`src/rtl/burst_seq_pkg.sv`:
```
package burst_seq_pkg;

  localparam int CFG_LAT_W = 3;

  typedef enum logic [1:0] {
    BM_LINEAR = 2'b00,
    BM_WRAP_S = 2'b01,
    BM_WRAP_M = 2'b10,
    BM_WRAP_L = 2'b11
  } burst_mode_e;

  typedef struct packed {
    burst_mode_e          mode;
    logic [CFG_LAT_W-1:0] lat;
  } burst_cfg_t;

  typedef enum logic [1:0] {
    ST_IDLE   = 2'b00,
    ST_WAIT   = 2'b01,
    ST_STREAM = 2'b10
  } seq_state_e;

endpackage

```
`src/rtl/burst_cfg_reg.sv`:
```
module burst_cfg_reg
  import burst_seq_pkg::*;
#(
  parameter logic [1:0]           RST_MODE = 2'b00,
  parameter logic [CFG_LAT_W-1:0] RST_LAT  = 3'd4
) (
  input  logic                 clk,
  input  logic                 rst_n,
  input  logic                 cfg_we,
  input  logic [1:0]           cfg_mode,
  input  logic [CFG_LAT_W-1:0] cfg_lat,
  output burst_cfg_t           cfg_q
);

  burst_cfg_t cfg_d;

  always_comb begin
    cfg_d = cfg_q;
    if (cfg_we) begin
      cfg_d.mode = burst_mode_e'(cfg_mode);
      cfg_d.lat  = cfg_lat;
    end
  end

  always_ff @(posedge clk or negedge rst_n) begin
    if (!rst_n) begin
      cfg_q.mode <= burst_mode_e'(RST_MODE);
      cfg_q.lat  <= RST_LAT;
    end else begin
      cfg_q <= cfg_d;
    end
  end

endmodule

```
`src/rtl/burst_addr_next.sv`:
```
module burst_addr_next #(
  parameter int ADDR_W       = 22,
  parameter int WRAP_LOG_MIN = 3,
  parameter int N_WRAP       = 3
) (
  input  logic [ADDR_W-1:0] cur_addr,
  input  logic [1:0]        mode,
  output logic [ADDR_W-1:0] nxt_addr
);

  logic [ADDR_W-1:0] lin_cand;
  logic [ADDR_W-1:0] wrap_cand [N_WRAP];

  assign lin_cand = cur_addr + ADDR_W'(1);

  for (genvar g = 0; g < N_WRAP; g++) begin : g_wrap
    localparam int LG = WRAP_LOG_MIN + g;
    logic [LG-1:0] low_inc;
    assign low_inc      = cur_addr[LG-1:0] + LG'(1);
    assign wrap_cand[g] = {cur_addr[ADDR_W-1:LG], low_inc};
  end

  always_comb begin
    nxt_addr = lin_cand;
    for (int i = 0; i < N_WRAP; i++) begin
      if (int'(mode) == i + 1) nxt_addr = wrap_cand[i];
    end
  end

endmodule

```
`src/rtl/burst_ctrl.sv`:
```
module burst_ctrl
  import burst_seq_pkg::*;
#(
  parameter int ADDR_W  = 22,
  parameter int DATA_W  = 16,
  parameter int MIN_LAT = 2
) (
  input  logic                 clk,
  input  logic                 rst_n,
  input  logic                 cs_n,
  input  logic                 adr_vld_n,
  input  logic [ADDR_W-1:0]    start_addr,
  input  burst_cfg_t           cfg,
  input  logic [ADDR_W-1:0]    nxt_addr,
  input  logic [DATA_W-1:0]    arr_data,
  output logic [ADDR_W-1:0]    cur_addr,
  output logic [1:0]           cur_mode,
  output logic [DATA_W-1:0]    data_q,
  output logic                 rdy_q,
  output logic                 oe_q
);

  localparam logic [CFG_LAT_W-1:0] LAT_FLOOR = CFG_LAT_W'(MIN_LAT);

  seq_state_e           state_q, state_d;
  logic [CFG_LAT_W-1:0] cnt_q, cnt_d;
  logic [CFG_LAT_W-1:0] eff_lat;
  logic [1:0]           mode_d;
  logic [ADDR_W-1:0]    addr_d;
  logic                 addr_en, data_en;
  logic                 rdy_d, oe_d;
  logic                 capture;

  assign capture = !cs_n && !adr_vld_n;
  assign eff_lat = (cfg.lat < LAT_FLOOR) ? LAT_FLOOR : cfg.lat;

  always_comb begin
    state_d = state_q;
    cnt_d   = cnt_q;
    mode_d  = cur_mode;
    addr_d  = nxt_addr;
    addr_en = 1'b0;
    data_en = 1'b0;
    rdy_d   = rdy_q;
    oe_d    = oe_q;
    if (cs_n) begin
      state_d = ST_IDLE;
      rdy_d   = 1'b0;
      oe_d    = 1'b0;
    end else if (capture) begin
      state_d = ST_WAIT;
      cnt_d   = eff_lat - CFG_LAT_W'(1);
      mode_d  = cfg.mode;
      addr_d  = start_addr;
      addr_en = 1'b1;
      rdy_d   = 1'b0;
      oe_d    = 1'b0;
    end else begin
      unique case (state_q)
        ST_WAIT: begin
          if (cnt_q == '0) begin
            state_d = ST_STREAM;
            addr_en = 1'b1;
            data_en = 1'b1;
            rdy_d   = 1'b1;
            oe_d    = 1'b1;
          end else begin
            cnt_d = cnt_q - CFG_LAT_W'(1);
          end
        end
        ST_STREAM: begin
          addr_en = 1'b1;
          data_en = 1'b1;
          rdy_d   = 1'b1;
          oe_d    = 1'b1;
        end
        default: begin
          rdy_d = 1'b0;
          oe_d  = 1'b0;
        end
      endcase
    end
  end

  always_ff @(posedge clk or negedge rst_n) begin
    if (!rst_n) begin
      state_q  <= ST_IDLE;
      cnt_q    <= '0;
      cur_mode <= 2'b00;
      rdy_q    <= 1'b0;
      oe_q     <= 1'b0;
    end else begin
      state_q  <= state_d;
      cnt_q    <= cnt_d;
      cur_mode <= mode_d;
      rdy_q    <= rdy_d;
      oe_q     <= oe_d;
    end
  end

  always_ff @(posedge clk or negedge rst_n) begin
    if (!rst_n) begin
      cur_addr <= '0;
    end else if (addr_en) begin
      cur_addr <= addr_d;
    end
  end

  always_ff @(posedge clk or negedge rst_n) begin
    if (!rst_n) begin
      data_q <= '0;
    end else if (data_en) begin
      data_q <= arr_data;
    end
  end

endmodule

```
`src/rtl/burst_seq_top.sv`:
```
module burst_seq_top
  import burst_seq_pkg::*;
#(
  parameter int ADDR_W  = 22,
  parameter int DATA_W  = 16,
  parameter int MIN_LAT = 2
) (
  input  logic                       clk,
  input  logic                       rst_n,
  input  logic                       cs_n,
  input  logic                       adr_vld_n,
  input  logic [ADDR_W-DATA_W-1:0]   addr_hi,
  input  logic [DATA_W-1:0]          bus_in,
  output logic [DATA_W-1:0]          bus_out,
  output logic                       bus_oe,
  output logic                       burst_ready,
  input  logic                       cfg_we,
  input  logic [1:0]                 cfg_mode,
  input  logic [CFG_LAT_W-1:0]       cfg_lat,
  output logic [ADDR_W-1:0]          arr_addr,
  input  logic [DATA_W-1:0]          arr_data
);

  localparam int HI_W = ADDR_W - DATA_W;

  logic              rst_meta, rst_sync_n;
  burst_cfg_t        cfg_q;
  logic [ADDR_W-1:0] cur_addr, nxt_addr, start_addr;
  logic [1:0]        cur_mode;
  logic [DATA_W-1:0] data_q;
  logic              rdy_q, oe_q;

  always_ff @(posedge clk or negedge rst_n) begin
    if (!rst_n) begin
      rst_meta   <= 1'b0;
      rst_sync_n <= 1'b0;
    end else begin
      rst_meta   <= 1'b1;
      rst_sync_n <= rst_meta;
    end
  end

  assign start_addr = {addr_hi[HI_W-1:0], bus_in};

  burst_cfg_reg #(
    .RST_MODE (2'b00),
    .RST_LAT  (3'd4)
  ) i_cfg (
    .clk      (clk),
    .rst_n    (rst_sync_n),
    .cfg_we   (cfg_we),
    .cfg_mode (cfg_mode),
    .cfg_lat  (cfg_lat),
    .cfg_q    (cfg_q)
  );

  burst_addr_next #(
    .ADDR_W       (ADDR_W),
    .WRAP_LOG_MIN (3),
    .N_WRAP       (3)
  ) i_next (
    .cur_addr (cur_addr),
    .mode     (cur_mode),
    .nxt_addr (nxt_addr)
  );

  burst_ctrl #(
    .ADDR_W  (ADDR_W),
    .DATA_W  (DATA_W),
    .MIN_LAT (MIN_LAT)
  ) i_ctrl (
    .clk        (clk),
    .rst_n      (rst_sync_n),
    .cs_n       (cs_n),
    .adr_vld_n  (adr_vld_n),
    .start_addr (start_addr),
    .cfg        (cfg_q),
    .nxt_addr   (nxt_addr),
    .arr_data   (arr_data),
    .cur_addr   (cur_addr),
    .cur_mode   (cur_mode),
    .data_q     (data_q),
    .rdy_q      (rdy_q),
    .oe_q       (oe_q)
  );

  assign arr_addr    = cur_addr;
  assign bus_out     = data_q;
  assign burst_ready = rdy_q & ~cs_n;
  assign bus_oe      = oe_q & ~cs_n;

endmodule

```
`config.mk`:
```
export PLATFORM = sky130hd
export DESIGN_NAME = burst_seq_top
export DESIGN_NICKNAME = d
export VERILOG_FILES = /design/src/rtl/burst_seq_pkg.sv /design/src/rtl/burst_cfg_reg.sv /design/src/rtl/burst_addr_next.sv /design/src/rtl/burst_ctrl.sv /design/src/rtl/burst_seq_top.sv
export SDC_FILE = /design/constraint.sdc
export NUM_CORES = 1
export LEC_CHECK = 0
export BUFFER_PORTS_ARGS = -buffer_cell sky130_fd_sc_hd__buf_4
export CAP_MARGIN = 20
export CORE_MARGIN = 5
export CORE_UTILIZATION = 45
export CTS_CLUSTER_SIZE = 20
export DETAILED_ROUTE_END_ITERATION = 8
export PLACE_DENSITY = 0.84
export SETUP_SLACK_MARGIN = 0.3
export SYNTH_ARGS = -nofsm -noshare
export SYNTH_HDL_FRONTEND = slang
export SYNTH_SLANG_ARGS = --single-unit
```
`constraint.sdc`:
```
create_clock -name clk -period 1.8 [get_ports clk]
set_clock_uncertainty 0.1 [all_clocks]
set_input_delay 0.18 -clock clk [delete_from_list [all_inputs] [get_ports clk]]
set_output_delay 0.18 -clock clk [all_outputs]
set_load 0.02 [all_outputs]
```
==> flow_summary.ini <==
[setup_path]
crit_path_cell_trace = buf_6 > inv_4 > ha_4 > nor4b_4 > buf_6 > buf_4 > o211ai_4 > or4_1 > a31oi_1
crit-reg2reg-capture = i_ctrl.cur_addr[21]$_DFFE_PN0P_
worst-endpoint-arrival_ns = 2.46
rr_worst_depth = 9
endpoint_kind = register
critical_path.top_delay_family = simple AND/OR/NAND/NOR gates
cp_num_buf_inv = 4
cp_slowest_stage_delay_ns = 0.57
cp_max_fanout = 6
r2r-start = i_ctrl.state_q[1]$_DFFE_PN0P_
cp-endpoint = i_ctrl.cur_addr[21]$_DFFE_PN0P_
cp-startpoint = i_ctrl.state_q[1]$_DFFE_PN0P_
cp-start-kind = register
path_depth = 9
worstPathRequired_ns = 1.94
worst_path_max_delay_cell = sky130_fd_sc_hd__or4_1
worst_path_most_repeated_cell = sky130_fd_sc_hd__buf_6
r2r_setup_slack_ns = -0.51
worst-setup-path-type = register to register

[sta]
maxSlewViolCount = 0
final_hold_violations = 0
finalCriticalPeriod_ns = 2.31
final.setup.tns_ns = -16.23
report.final.setup_viol = 40
achievable-frequency_ghz = 0.433
timing.max_slew.rel_slack_pct = 57.1
max_slew.worst_pin.slew_ns = 0.634
worst_slack_ns = -0.511
timing.final.crit_share_pct = 128
setup_repair_after_global_routing_missed_its_margin = true
hold_ws_ns = 0.00224

[cells_and_area]
n_antenna_cell = 0
final_util_pct = 85.1
layout-area-overhead-vs-synth_pct = 80.9
post_route_cells_drive_above_1_share_pct = 54.8
final_net_count = 480

[placement]
dp.final_hpwl_um = 5170
gp_congestion = 0.801
port_buffers = 87

[routing]
vias = 2965
route.antenna.remaining_nets = 0
count_of_tritonroute_iterations_in_the_first_routing_pass = 5
initialDrtViolationCount = 223
routed_via_density = 5.92
wire_per_inst_um = 21.7
post-route-drc-count = 0
route.final.wire_length_um = 10900

[outcome]
run_status = complete, but fails checks
failing_checks = negative setup slack

[logic_synthesis]
seq_area_frac_synth_pct = 50.7
synth.top_cells.by_area = sky130_fd_sc_hd__dfrtp_1, sky130_fd_sc_hd__mux2_2, sky130_fd_sc_hd__a31oi_1
synth_nets = 298
yosysMostFrequentCell = sky130_fd_sc_hd__dfrtp_1
synth.cells.most_frequent = sky130_fd_sc_hd__dfrtp_1, sky130_fd_sc_hd__nor2_1, sky130_fd_sc_hd__mux2_2, sky130_fd_sc_hd__nand2_1, sky130_fd_sc_hd__a31oi_1
yosys.cell_types.count = 42
synthArstFlopShare_pct = 100
commonest_register_cell_after_synthesis = sky130_fd_sc_hd__dfrtp_1
netlist.top_cell.by_area = sky130_fd_sc_hd__dfrtp_1
yosys_register_bits = 53
netlist.area_leader.share_pct = 49.7
synth.cell_area_mm2 = 0.00262
synth_cells = 246
ys_warn_count = 0
post_synth.cell_area_avg_um2 = 10.7
number_of_enable_type_register_cells_in_the_synthesized_netlist = 0

[clock_tree]
total_clock_buffers_created_by_cts = 5
clock_insertion_delay_worst_skew_ns = 0.33
clock_tree.root_cell = sky130_fd_sc_hd__clkbuf_8
clock_tree_from_tritoncts = done
clkSlewWorstSetupHoldPaths_ns = 0.10
clock_path_buffers = 2
cts_sink_count = 53
cts_max_level = 2

[run]
maxCapViolations = 0

[pwr]
power_mw = 4.17
power_density_over_cell_area_mw_per_mm2 = 880
static-leakage-power_nw = 2.16
vdd_drop_max_v = 0.000918

[die]
dieWidth_um = 86.3
die_extent_in_y_um = 86.3
die_outline_area_mm2 = 0.00745
core_area_mm2 = 0.00557
start_util_pct = 47.0
ioPinCount = 88
core.rowCount = 27

[min_path]
worst_hold_path_type = input pin to register

[global_routing]
largest_net_degree_at_the_start_of_global_routing = 41
global_route_congestion_overflow_total = 0
grt_pass1_wl_um = 14600
grt_antenna_before_repair = 0
grt_pass1_vias = 2999
grt.total_usage_pct = 24.3
==> routing by layer <==
metal / vias up / global-route usage (%) / wire [µm]
met5: - / 0 / 0
met4: 0 / 9.07 / 558
met3: 60 / 4.18 / 879
met2: 187 / 42.9 / 5290
met1: 1426 / 29.8 / 4120
li1: 1292 / - / -
==> cell families (layout without fill, tap and decap cells) <==
| group | Yosys count | in the layout | share of synthesized area, % |
|---|---|---|---|
| XOR/XNOR | 5 | 5 | 1.67 |
| adder cells (fa/ha/maj) | 4 | 4 | 1.91 |
| buffers and inverters | 16 | 197 | 2.82 |
| AND/OR/NAND/NOR | 87 | 87 | 18.1 |
| AO/OA/AOI/OAI | 57 | 59 | 14.8 |
| other | 1 | 1 | 0.143 |
| flip-flops | 53 | 53 | 50.7 |
| multiplexers | 23 | 23 | 9.84 |
==> flip-flops by register name (all words and copies together), names as in the netlist <==
name             count
i_cfg.cfg_q          5
i_ctrl.cnt_q         3
i_ctrl.cur_addr     22
i_ctrl.cur_mode      2
i_ctrl.data_q       16
i_ctrl.rdy_q         1
i_ctrl.state_q       2
rst_meta             1
rst_sync_n           1
==> where the power goes <==
part	switching (mW)	total (mW)	internal (mW)	leakage, nW
Combinational	0.834	1.68	0.846	1.46
Clock	0.448	0.866	0.418	0.0585
Sequential	0.211	1.63	1.42	0.646
==> per-stage QoR <==
step / cell area (µm²) / setup slack [ns] / instances
global route: 4740 / -0.602 / 501
floorplan: 2640 / -0.304 / 246
finish: 4740 / -0.511 / 501
CTS: 4410 / -0.407 / 487
detailed placement: 3640 / -0.430 / 435
global placement: 3640 / -0.294 / 435
==> final cells by class <==
type / instances / area [µm²]
clock buffers: 5 / 68.8
clock inverters: 3 / 43.8
fillers: 294 / 833
inverters: 5 / 21.3
multi-input cells: 179 / 1640
flip-flops and latches: 53 / 1330
well taps: 72 / 90.1
repair buffers: 184 / 1550
==> timing repair <==
| action | in CTS | in global routing |
|---|---|---|
| buffers inserted | 18 | 12 |
| resized for setup | 63 | 40 |
| gates cloned | 3 | 0 |
| hold buffers | 23 | 2 |
| setup endpoints to repair | 42 | 44 |
| hold endpoints to repair | 24 | 2 |
| pin swaps | 27 | 33 |
==> layout by cell type, fill, tap and decap left out, drive strengths merged, types with 6 or more instances in the layout <==
master / n
o31ai: 12
nor2: 24
dlygate4sd3: 25
a31oi: 15
o21ai: 13
or4: 11
o211ai: 7
nand2: 19
dfrtp: 52
inv: 6
mux2: 22
buf: 159
==> worst min path at each step <==
stage                      from                    endpoint  slack [ns]  cells past startpoint
detailed placement        rst_n          rst_meta$_DFF_PN0_       -0.14                      1
global route        cfg_mode[1]  i_cfg.cfg_q[4]$_DFFE_PN0P_       0.002                      2
floorplan                 rst_n          rst_meta$_DFF_PN0_       -0.22                      0
CTS                  cfg_lat[0]  i_cfg.cfg_q[0]$_DFFE_PN0P_       0.001                      2
finish              cfg_mode[1]  i_cfg.cfg_q[4]$_DFFE_PN0P_       0.002                      2
global placement          rst_n          rst_meta$_DFF_PN0_       -0.14                      1
No activity file was read; power rests on OpenSTA's default activity.
